File: config.mk
export PLATFORM = sky130hd
export DESIGN_NAME = sramc_ctrl
export DESIGN_NICKNAME = d
export VERILOG_FILES = /design/src/rtl/sramc_pkg.sv /design/src/rtl/sramc_timer.sv /design/src/rtl/sramc_lanes.sv /design/src/rtl/sramc_seq.sv /design/src/rtl/sramc_ctrl.sv
export SDC_FILE = /design/constraint.sdc
export NUM_CORES = 1
export LEC_CHECK = 0
export BUFFER_PORTS_ARGS = -buffer_cell sky130_fd_sc_hd__buf_2
export CAP_MARGIN = 20
export CELL_PAD_IN_SITES_DETAIL_PLACEMENT = 1
export CELL_PAD_IN_SITES_GLOBAL_PLACEMENT = 1
export CORE_MARGIN = 3
export CORE_UTILIZATION = 32
export DETAILED_ROUTE_END_ITERATION = 7
export PLACE_DENSITY_LB_ADDON = 0.3
export SLEW_MARGIN = 5
export SYNTH_ARGS = -nofsm -noshare
export SYNTH_HDL_FRONTEND = slang
export SYNTH_SLANG_ARGS = --single-unit
File: constraint.sdc
create_clock -name clk -period 2 [get_ports clk]
set_input_delay 0.1 -clock clk [delete_from_list [all_inputs] [get_ports clk]]
set_output_delay 0.1 -clock clk [all_outputs]
set_load 0.005 [all_outputs]
File: src/rtl/sramc_pkg.sv
package sramc_pkg;

    localparam int ADDR_W = 16;
    localparam int DATA_W = 16;
    localparam int LANE_W = 8;
    localparam int LANES  = DATA_W / LANE_W;

    // ceiling conversion of a nanosecond figure to clock cycles
    function automatic int ns2cyc(input int ns, input int period_ns);
        if (ns <= 0) return 0;
        return (ns + period_ns - 1) / period_ns;
    endfunction

    function automatic int imax(input int a, input int b);
        return (a > b) ? a : b;
    endfunction

    typedef enum logic [2:0] {
        PH_IDLE,
        PH_READ,
        PH_WSET,
        PH_WPULSE,
        PH_WREC
    } phase_e;

    typedef struct packed {
        logic [LANES-1:0]  be;
        logic [ADDR_W-1:0] addr;
        logic [DATA_W-1:0] wdata;
    } hreq_t;

    typedef struct packed {
        logic cs_n;
        logic oe_n;
        logic we_n;
        logic sel;
    } strobe_t;

    function automatic strobe_t strobes_of(input phase_e ph);
        strobe_t s;
        s = '{cs_n: 1'b1, oe_n: 1'b1, we_n: 1'b1, sel: 1'b0};
        case (ph)
            PH_READ:   s = '{cs_n: 1'b0, oe_n: 1'b0, we_n: 1'b1, sel: 1'b1};
            PH_WSET:   s = '{cs_n: 1'b0, oe_n: 1'b1, we_n: 1'b1, sel: 1'b1};
            PH_WPULSE: s = '{cs_n: 1'b0, oe_n: 1'b1, we_n: 1'b0, sel: 1'b1};
            PH_WREC:   s = '{cs_n: 1'b0, oe_n: 1'b1, we_n: 1'b1, sel: 1'b1};
            default:   s = '{cs_n: 1'b1, oe_n: 1'b1, we_n: 1'b1, sel: 1'b0};
        endcase
        return s;
    endfunction

endpackage

File: src/rtl/sramc_timer.sv
module sramc_timer #(
    parameter int W = 5
) (
    input  logic         clk,
    input  logic         rst,
    input  logic         load,
    input  logic         en,
    input  logic [W-1:0] load_val,
    output logic         done
);
    logic [W-1:0] cnt;

    always_ff @(posedge clk) begin
        if (rst)
            cnt <= '0;
        else if (load)
            cnt <= load_val;
        else if (en && (cnt != '0))
            cnt <= cnt - 1'b1;
    end

    assign done = (cnt == '0);
endmodule

File: src/rtl/sramc_lanes.sv
module sramc_lanes #(
    parameter int LANES  = 2,
    parameter int LANE_W = 8
) (
    input  logic                      active,
    input  logic [LANES-1:0]          be,
    input  logic [LANES*LANE_W-1:0]   din,
    input  logic [LANES*LANE_W-1:0]   wdata,
    output logic [LANES-1:0]          bs_n,
    output logic [LANES*LANE_W-1:0]   rmask,
    output logic [LANES*LANE_W-1:0]   dout
);
    for (genvar g = 0; g < LANES; g++) begin : g_lane
        assign bs_n[g] = ~(active & be[g]);
        assign rmask[g*LANE_W +: LANE_W] = be[g] ? din[g*LANE_W +: LANE_W] : '0;
        assign dout[g*LANE_W +: LANE_W]  = wdata[g*LANE_W +: LANE_W];
    end
endmodule

File: src/rtl/sramc_seq.sv
module sramc_seq
    import sramc_pkg::*;
(
    input  logic   clk,
    input  logic   rst,
    input  logic   req,
    input  logic   req_wr,
    input  logic   ph_done,
    input  logic   dw_done,
    output phase_e ph,
    output phase_e ph_nx,
    output logic   accept
);
    assign accept = (ph == PH_IDLE) && req;

    always_comb begin
        ph_nx = ph;
        case (ph)
            PH_IDLE:   if (req) ph_nx = req_wr ? PH_WSET : PH_READ;
            PH_READ:   if (ph_done) ph_nx = PH_IDLE;
            PH_WSET:   if (ph_done) ph_nx = PH_WPULSE;
            PH_WPULSE: if (ph_done && dw_done) ph_nx = PH_WREC;
            PH_WREC:   if (ph_done) ph_nx = PH_IDLE;
            default:   ph_nx = PH_IDLE;
        endcase
    end

    always_ff @(posedge clk) begin
        if (rst) ph <= PH_IDLE;
        else     ph <= ph_nx;
    end
endmodule

File: src/rtl/sramc_ctrl.sv
module sramc_ctrl
    import sramc_pkg::*;
#(
    parameter int CLK_PERIOD_NS = 4,
    parameter int T_RC_NS = 70,
    parameter int T_AA_NS = 70,
    parameter int T_WC_NS = 70,
    parameter int T_WP_NS = 55,
    parameter int T_CW_NS = 65,
    parameter int T_AW_NS = 65,
    parameter int T_DW_NS = 30,
    parameter int T_HZ_NS = 25
) (
    input  logic              clk,
    input  logic              rst,
    input  logic              host_req,
    output logic              host_rdy,
    input  logic              host_wr,
    input  logic [LANES-1:0]  host_be,
    input  logic [ADDR_W-1:0] host_addr,
    input  logic [DATA_W-1:0] host_wdata,
    output logic [DATA_W-1:0] host_rdata,
    output logic              host_rvalid,
    output logic              mem_cs_n,
    output logic              mem_oe_n,
    output logic              mem_we_n,
    output logic              mem_lb_n,
    output logic              mem_ub_n,
    output logic [ADDR_W-1:0] mem_addr,
    output logic [DATA_W-1:0] mem_dout,
    input  logic [DATA_W-1:0] mem_din,
    output logic              mem_drv
);
    localparam int RD_CYC    = imax(1, imax(ns2cyc(T_RC_NS, CLK_PERIOD_NS), ns2cyc(T_AA_NS, CLK_PERIOD_NS)));
    localparam int SET_CYC   = 1;
    localparam int PULSE_CYC = imax(ns2cyc(T_WP_NS, CLK_PERIOD_NS),
                                    imax(ns2cyc(T_CW_NS, CLK_PERIOD_NS), ns2cyc(T_AW_NS, CLK_PERIOD_NS)) - SET_CYC);
    localparam int WP_CYC    = imax(1, PULSE_CYC);
    localparam int DW_CYC    = imax(1, ns2cyc(T_DW_NS, CLK_PERIOD_NS));
    localparam int TA_CYC    = imax(1, ns2cyc(T_HZ_NS, CLK_PERIOD_NS));
    localparam int REC_CYC   = imax(1, ns2cyc(T_WC_NS, CLK_PERIOD_NS) - SET_CYC - WP_CYC);
    localparam int MAXC      = imax(imax(RD_CYC, WP_CYC), imax(imax(TA_CYC, DW_CYC), REC_CYC));
    localparam int CNT_W     = $clog2(MAXC + 1);

    phase_e         ph, ph_nx;
    logic           accept;
    logic           ph_done, dw_done, ta_done;
    logic           ph_load, ta_load;
    logic [CNT_W-1:0] ph_val;
    hreq_t          cur_q;
    strobe_t        stb_q;
    logic           drv_q, rvalid_q;
    logic [DATA_W-1:0] rdata_q;
    logic [LANES-1:0]  bs_n;
    logic [DATA_W-1:0] rmask;

    sramc_seq u_seq (
        .clk(clk), .rst(rst), .req(host_req), .req_wr(host_wr),
        .ph_done(ph_done), .dw_done(dw_done),
        .ph(ph), .ph_nx(ph_nx), .accept(accept)
    );

    assign ph_load = (ph_nx != ph);
    assign ta_load = (ph == PH_READ) && (ph_nx != PH_READ);

    always_comb begin
        case (ph_nx)
            PH_READ:   ph_val = CNT_W'(RD_CYC - 1);
            PH_WSET:   ph_val = CNT_W'(SET_CYC - 1);
            PH_WPULSE: ph_val = CNT_W'(WP_CYC - 1);
            PH_WREC:   ph_val = CNT_W'(REC_CYC - 1);
            default:   ph_val = '0;
        endcase
    end

    // phase length counter
    sramc_timer #(.W(CNT_W)) u_ph_tmr (
        .clk(clk), .rst(rst), .load(ph_load), .en(1'b1),
        .load_val(ph_val), .done(ph_done)
    );

    // output-disable turnaround after a read
    sramc_timer #(.W(CNT_W)) u_ta_tmr (
        .clk(clk), .rst(rst), .load(ta_load), .en(1'b1),
        .load_val(CNT_W'(TA_CYC)), .done(ta_done)
    );

    // counts driven cycles so data meets its setup before write end
    sramc_timer #(.W(CNT_W)) u_dw_tmr (
        .clk(clk), .rst(rst), .load(accept), .en(drv_q),
        .load_val(CNT_W'(DW_CYC)), .done(dw_done)
    );

    sramc_lanes #(.LANES(LANES), .LANE_W(LANE_W)) u_lanes (
        .active(stb_q.sel), .be(cur_q.be), .din(mem_din), .wdata(cur_q.wdata),
        .bs_n(bs_n), .rmask(rmask), .dout(mem_dout)
    );

    always_ff @(posedge clk) begin
        if (rst) begin
            cur_q    <= '0;
            stb_q    <= strobes_of(PH_IDLE);
            drv_q    <= 1'b0;
            rvalid_q <= 1'b0;
            rdata_q  <= '0;
        end else begin
            if (accept)
                cur_q <= '{be: host_be, addr: host_addr, wdata: host_wdata};
            stb_q    <= strobes_of(ph_nx);
            drv_q    <= (ph == PH_WPULSE) && (ta_done || drv_q);
            rvalid_q <= (ph == PH_READ) && ph_done;
            if ((ph == PH_READ) && ph_done)
                rdata_q <= rmask;
        end
    end

    assign host_rdy    = (ph == PH_IDLE);
    assign host_rdata  = rdata_q;
    assign host_rvalid = rvalid_q;
    assign mem_cs_n    = stb_q.cs_n;
    assign mem_oe_n    = stb_q.oe_n;
    assign mem_we_n    = stb_q.we_n;
    assign mem_lb_n    = bs_n[0];
    assign mem_ub_n    = bs_n[1];
    assign mem_addr    = cur_q.addr;
    assign mem_drv     = drv_q;
endmodule

==> results.md <==
- For this design, the sink count on the clock tree is 74.
- Yosys mapped the design onto 45 distinct sky130hd cell types.
- Internal power comes to 3200 uW.
- In the final layout, the multi-input gates occupy 1310 um2.
- Dividing the detail-routed wire length by the instance count gives 14.6 um.
- For this design the top-level I/O count stands at 110.
- In this run, synthesis produced a sequential element count of 74.
- The worst hold path belongs to the class input pin to flip-flop.
- The clock share of power is 0.265.
- Setup total negative slack on the finished layout was measured at 0 ns.
- In the finished design, the share of the clock period the worst path needs comes to 0.961.
- The starting density of the core is 0.333.
- The clock passes through at most 2 buffers.
- The sequential share of the synthesized area is 0.475.
- The number of flops mapped to enable cells by yosys is 0.
- The peak supply drop is 466 uV.
- The most used standard cell by instance count after synthesis is nand2_1.
- Summed over all nets, the switching power comes to 1600 uW.
- The number of global-route vias before repair is 3113.
- The count of endpoints failing hold in the final timing report is 0.
- The total count of max-transition violations in the final report was 0.
- The number of nets in the finished design is 540.
- The fraction of final layout cells sized beyond drive strength 1 is 0.311.
- The die covers 11000 um2.
- The number of routed nets with antenna violations is 0.
- Across all setup checks in the final design, the least slack found is 0.0783 ns.
- The category of the most critical setup path is flip-flop to flip-flop.
- The number of cells on the worst reg-to-reg path is 6.
- In this run the horizontal extent of the chip is 105 um.
- Setup repair after global routing left no endpoint under its margin.
- The placed wire-length estimate after detailed placement is 5.70 mm.
- The routed design has 8.96 mm of wire.
- For this design the ratio of total power to cell area is 1110 nW/um2.
- The total chip power is 4800 uW.
- Routability-driven placement finished with a final weighted congestion of 0.836.
- Ranked by instance count, the synthesized netlist is headed by nand2_1 (75), dfxtp_1 (74), a21oi_1 (44), buf_4 (32), a22o_1 (16).
- The element type at the critical path end is a flip-flop.
- For this run the aggregate overflow at the end of global routing stands at 0.
- After synthesis, the cell types taking the most area are dfxtp_1 (47%), nand2_1 (9.0%), buf_4 (7.7%).
- For the pin with the worst max-slew slack, the measured transition is 0.700 ns.
- The synthesized netlist occupies a cell area of 3120 um2.
- The CTS H-tree depth is 3.
- Along the worst path, the maximum fanout reaches 6.
- The floorplan has 35 rows.
- The layout overhead on the synthesized area is 39.3%.
- After synthesis, the share of flip-flops with an asynchronous set or reset is 0.
- TritonCTS built the clock tree.
- During placement, the flow inserted port buffers numbering 109.
- Static timing analysis puts the maximum clock frequency at 520 MHz.
- The cell sitting at the root of the clock tree is a clkbuf_8.
- Max-cap violations in this run came to 0.
- For this design the static power due to leakage is 0.00193 uW.
- Between clock sinks in the finished design, the worst skew comes to 0.0146 ns.
- Clock tree synthesis inserted a total of 9 buffers.
- The required time of the critical path is 2.22 ns.
- The first detailed-routing pass took 4 iterations.
- The initial antenna violation count was 0.
- After clock tree synthesis, the clock-pin slew on the worst setup and hold paths is 0.08 ns.
- The die is 105 um tall.
- The sequential cells in the finished layout cover a total of 1480 um2.
- The first global-routing pass estimated 15.1 mm of wire.
- The combinational fraction of design power is 0.335.
- The primary flip-flop cell chosen by synthesis mapping is dfxtp_1.
- The number of antenna diodes in the final layout is 0.
- Dividing the detail-routed via count by the number of cells gives 4.73.
- The floorplan step defined a core boundary enclosing 9370 um2.
- For this run, the number of Yosys warnings is 0.
- The average cell area after synthesis is 8.81 um2.
- The worst-case setup slack after placement is 0.0519 ns.
- Counting instances, the worst hold path has a depth of 3.
- The worst setup path is launched from a flip-flop.
- Measured against its own limit, the worst slew margin works out to 0.533.
- The net switching fraction of the power is 0.334.
- The starting DRC count in detailed routing is 142.
- Setup violations remaining at the end of the flow were counted as 0.
- The insertion delay of the later-clocked pin in the worst-skew pair is 0.34 ns.
- The number of instances in the synthesized netlist is 354.
- The time the final worst path needs with I/O delays and setup is 1.92 ns.
- The number of buffers added for setup after CTS is 0.
- Entering global routing, the biggest net connects 39 pins.
- After filler insertion, the fill cell instance count of the layout stands at 1138.
- The share of total power dissipated in sequential elements is 0.401.
- The run finished with clean final reports.
- STA puts the critical path data arrival time at 2.14 ns.
- The number of nets handed over by synthesis was 413.
- In the routed design, unresolved DRC markers number 0.
- Of the post-synthesis cell area, the dominant cell type holds 0.475.
- Across every metal layer, demand over resource in global routing totals 0.168.
- The routed layout has 2911 vias.
- dfxtp_1 takes more of the synthesized area than any other cell.
area by class of cell:
type                       count  area share
clock buffer                  10      0.0294
sequential                    74       0.341
multi-input combinational    218       0.302
clock inverter                 6      0.0202
inverter                       9     0.00777
timing repair buffer         169       0.263
tap                          129      0.0371
final timing paths:
check / from / slack (ns) / end
worst max-delay path: u_dw_tmr.cnt[0] / 0.08 / u_ph_tmr.cnt[1]
worst min-delay path: host_be[1] / 0.01 / cur_q[33]
worst max register to register: u_dw_tmr.cnt[0] / 0.08 / u_ph_tmr.cnt[1]
worst min register to register: cur_q[9] / 0.45 / cur_q[9]
power by group through the flow:
stage	clock [uW]	combinational (uW)	sequential (uW)
global placement	0	1460	1940
global route	1380	1830	1970
detailed placement	0	1500	1950
floorplan	0	1130	1860
CTS	1310	1580	1920
finish	1270	1610	1930
cell usage in the layout, fill, tap and decap left out, types with 2 or more instances in the layout:
master	Yosys	layout
a21oi_1	44	44
a22o_1	16	16
a31oi_1	4	3
and2_1	2	2
buf_12	0	2
buf_2	6	109
buf_4	32	10
bufinv_16	0	2
clkbuf_8	0	9
clkinv_2	0	2
dfxtp_1	74	74
dlygate4sd3_1	0	48
ha_1	5	5
inv_1	9	9
inv_6	0	2
nand2_1	75	75
nand2b_1	2	2
nand3_1	4	4
nor2_1	12	12
nor3_1	9	9
nor3b_2	2	2
nor4b_1	3	2
o21ai_0	3	3
o31ai_1	4	3
or4b_4	0	2
xnor2_1	2	2
xor2_1	7	7
per-layer routing:
metal	up-vias	track usage	wire length, um
li1	1434	-	-
met4	0	0.0600	192
met1	1379	0.189	3900
met3	21	0.0469	391
met2	77	0.302	4470
met5	-	0	0
kinds of logic (layout without fill, tap and decap cells):
family | Yosys count | in the layout | share of synthesized area
simple gates | 120 | 120 | 0.183
compound gates | 83 | 83 | 0.175
flops | 74 | 74 | 0.475
buf+inv | 62 | 194 | 0.118
xor+xnor | 9 | 9 | 0.0253
fa+ha+maj | 5 | 5 | 0.0201
mux | 1 | 1 | 0.00361
through the flow:
stage                     cell area, um2   util  std cells  hold WS [ns]
after global placement              3610  0.386        551         0.309
after detailed placement            3610  0.386        551         0.315
after global routing                4350  0.464        615        0.0152
after CTS                           4310  0.460        615       0.00234
after floorplan                     3120      -        354         0.226
final                               4350  0.464        615        0.0121
state kept, by name, indices dropped and copies added, names as in the netlist:
register,cells
u_ph_tmr.cnt,5
host_rvalid,1
mem_oe_n,1
mem_drv,1
mem_cs_n,1
mem_addr,16
stb_q,1
u_ta_tmr.cnt,5
u_seq.ph,3
mem_we_n,1
host_rdata,16
u_dw_tmr.cnt,5
cur_q,18
timing repair:
action | CTS | global route
hold buffers | 48 | 0
hold endpoints to repair | 48 | 0
resized for setup | 0 | 6
setup endpoints to repair | 0 | 10
critical path, cell delays in order (launching register included):
cell and delay (ns):
dfxtp_1 0.34, inv_1 0.09, ha_1 0.16, or4b_4 0.51
a41o_4 0.33, o32ai_1 0.27, a21oi_1 0.10
Power figures use the tool's default switching activity.
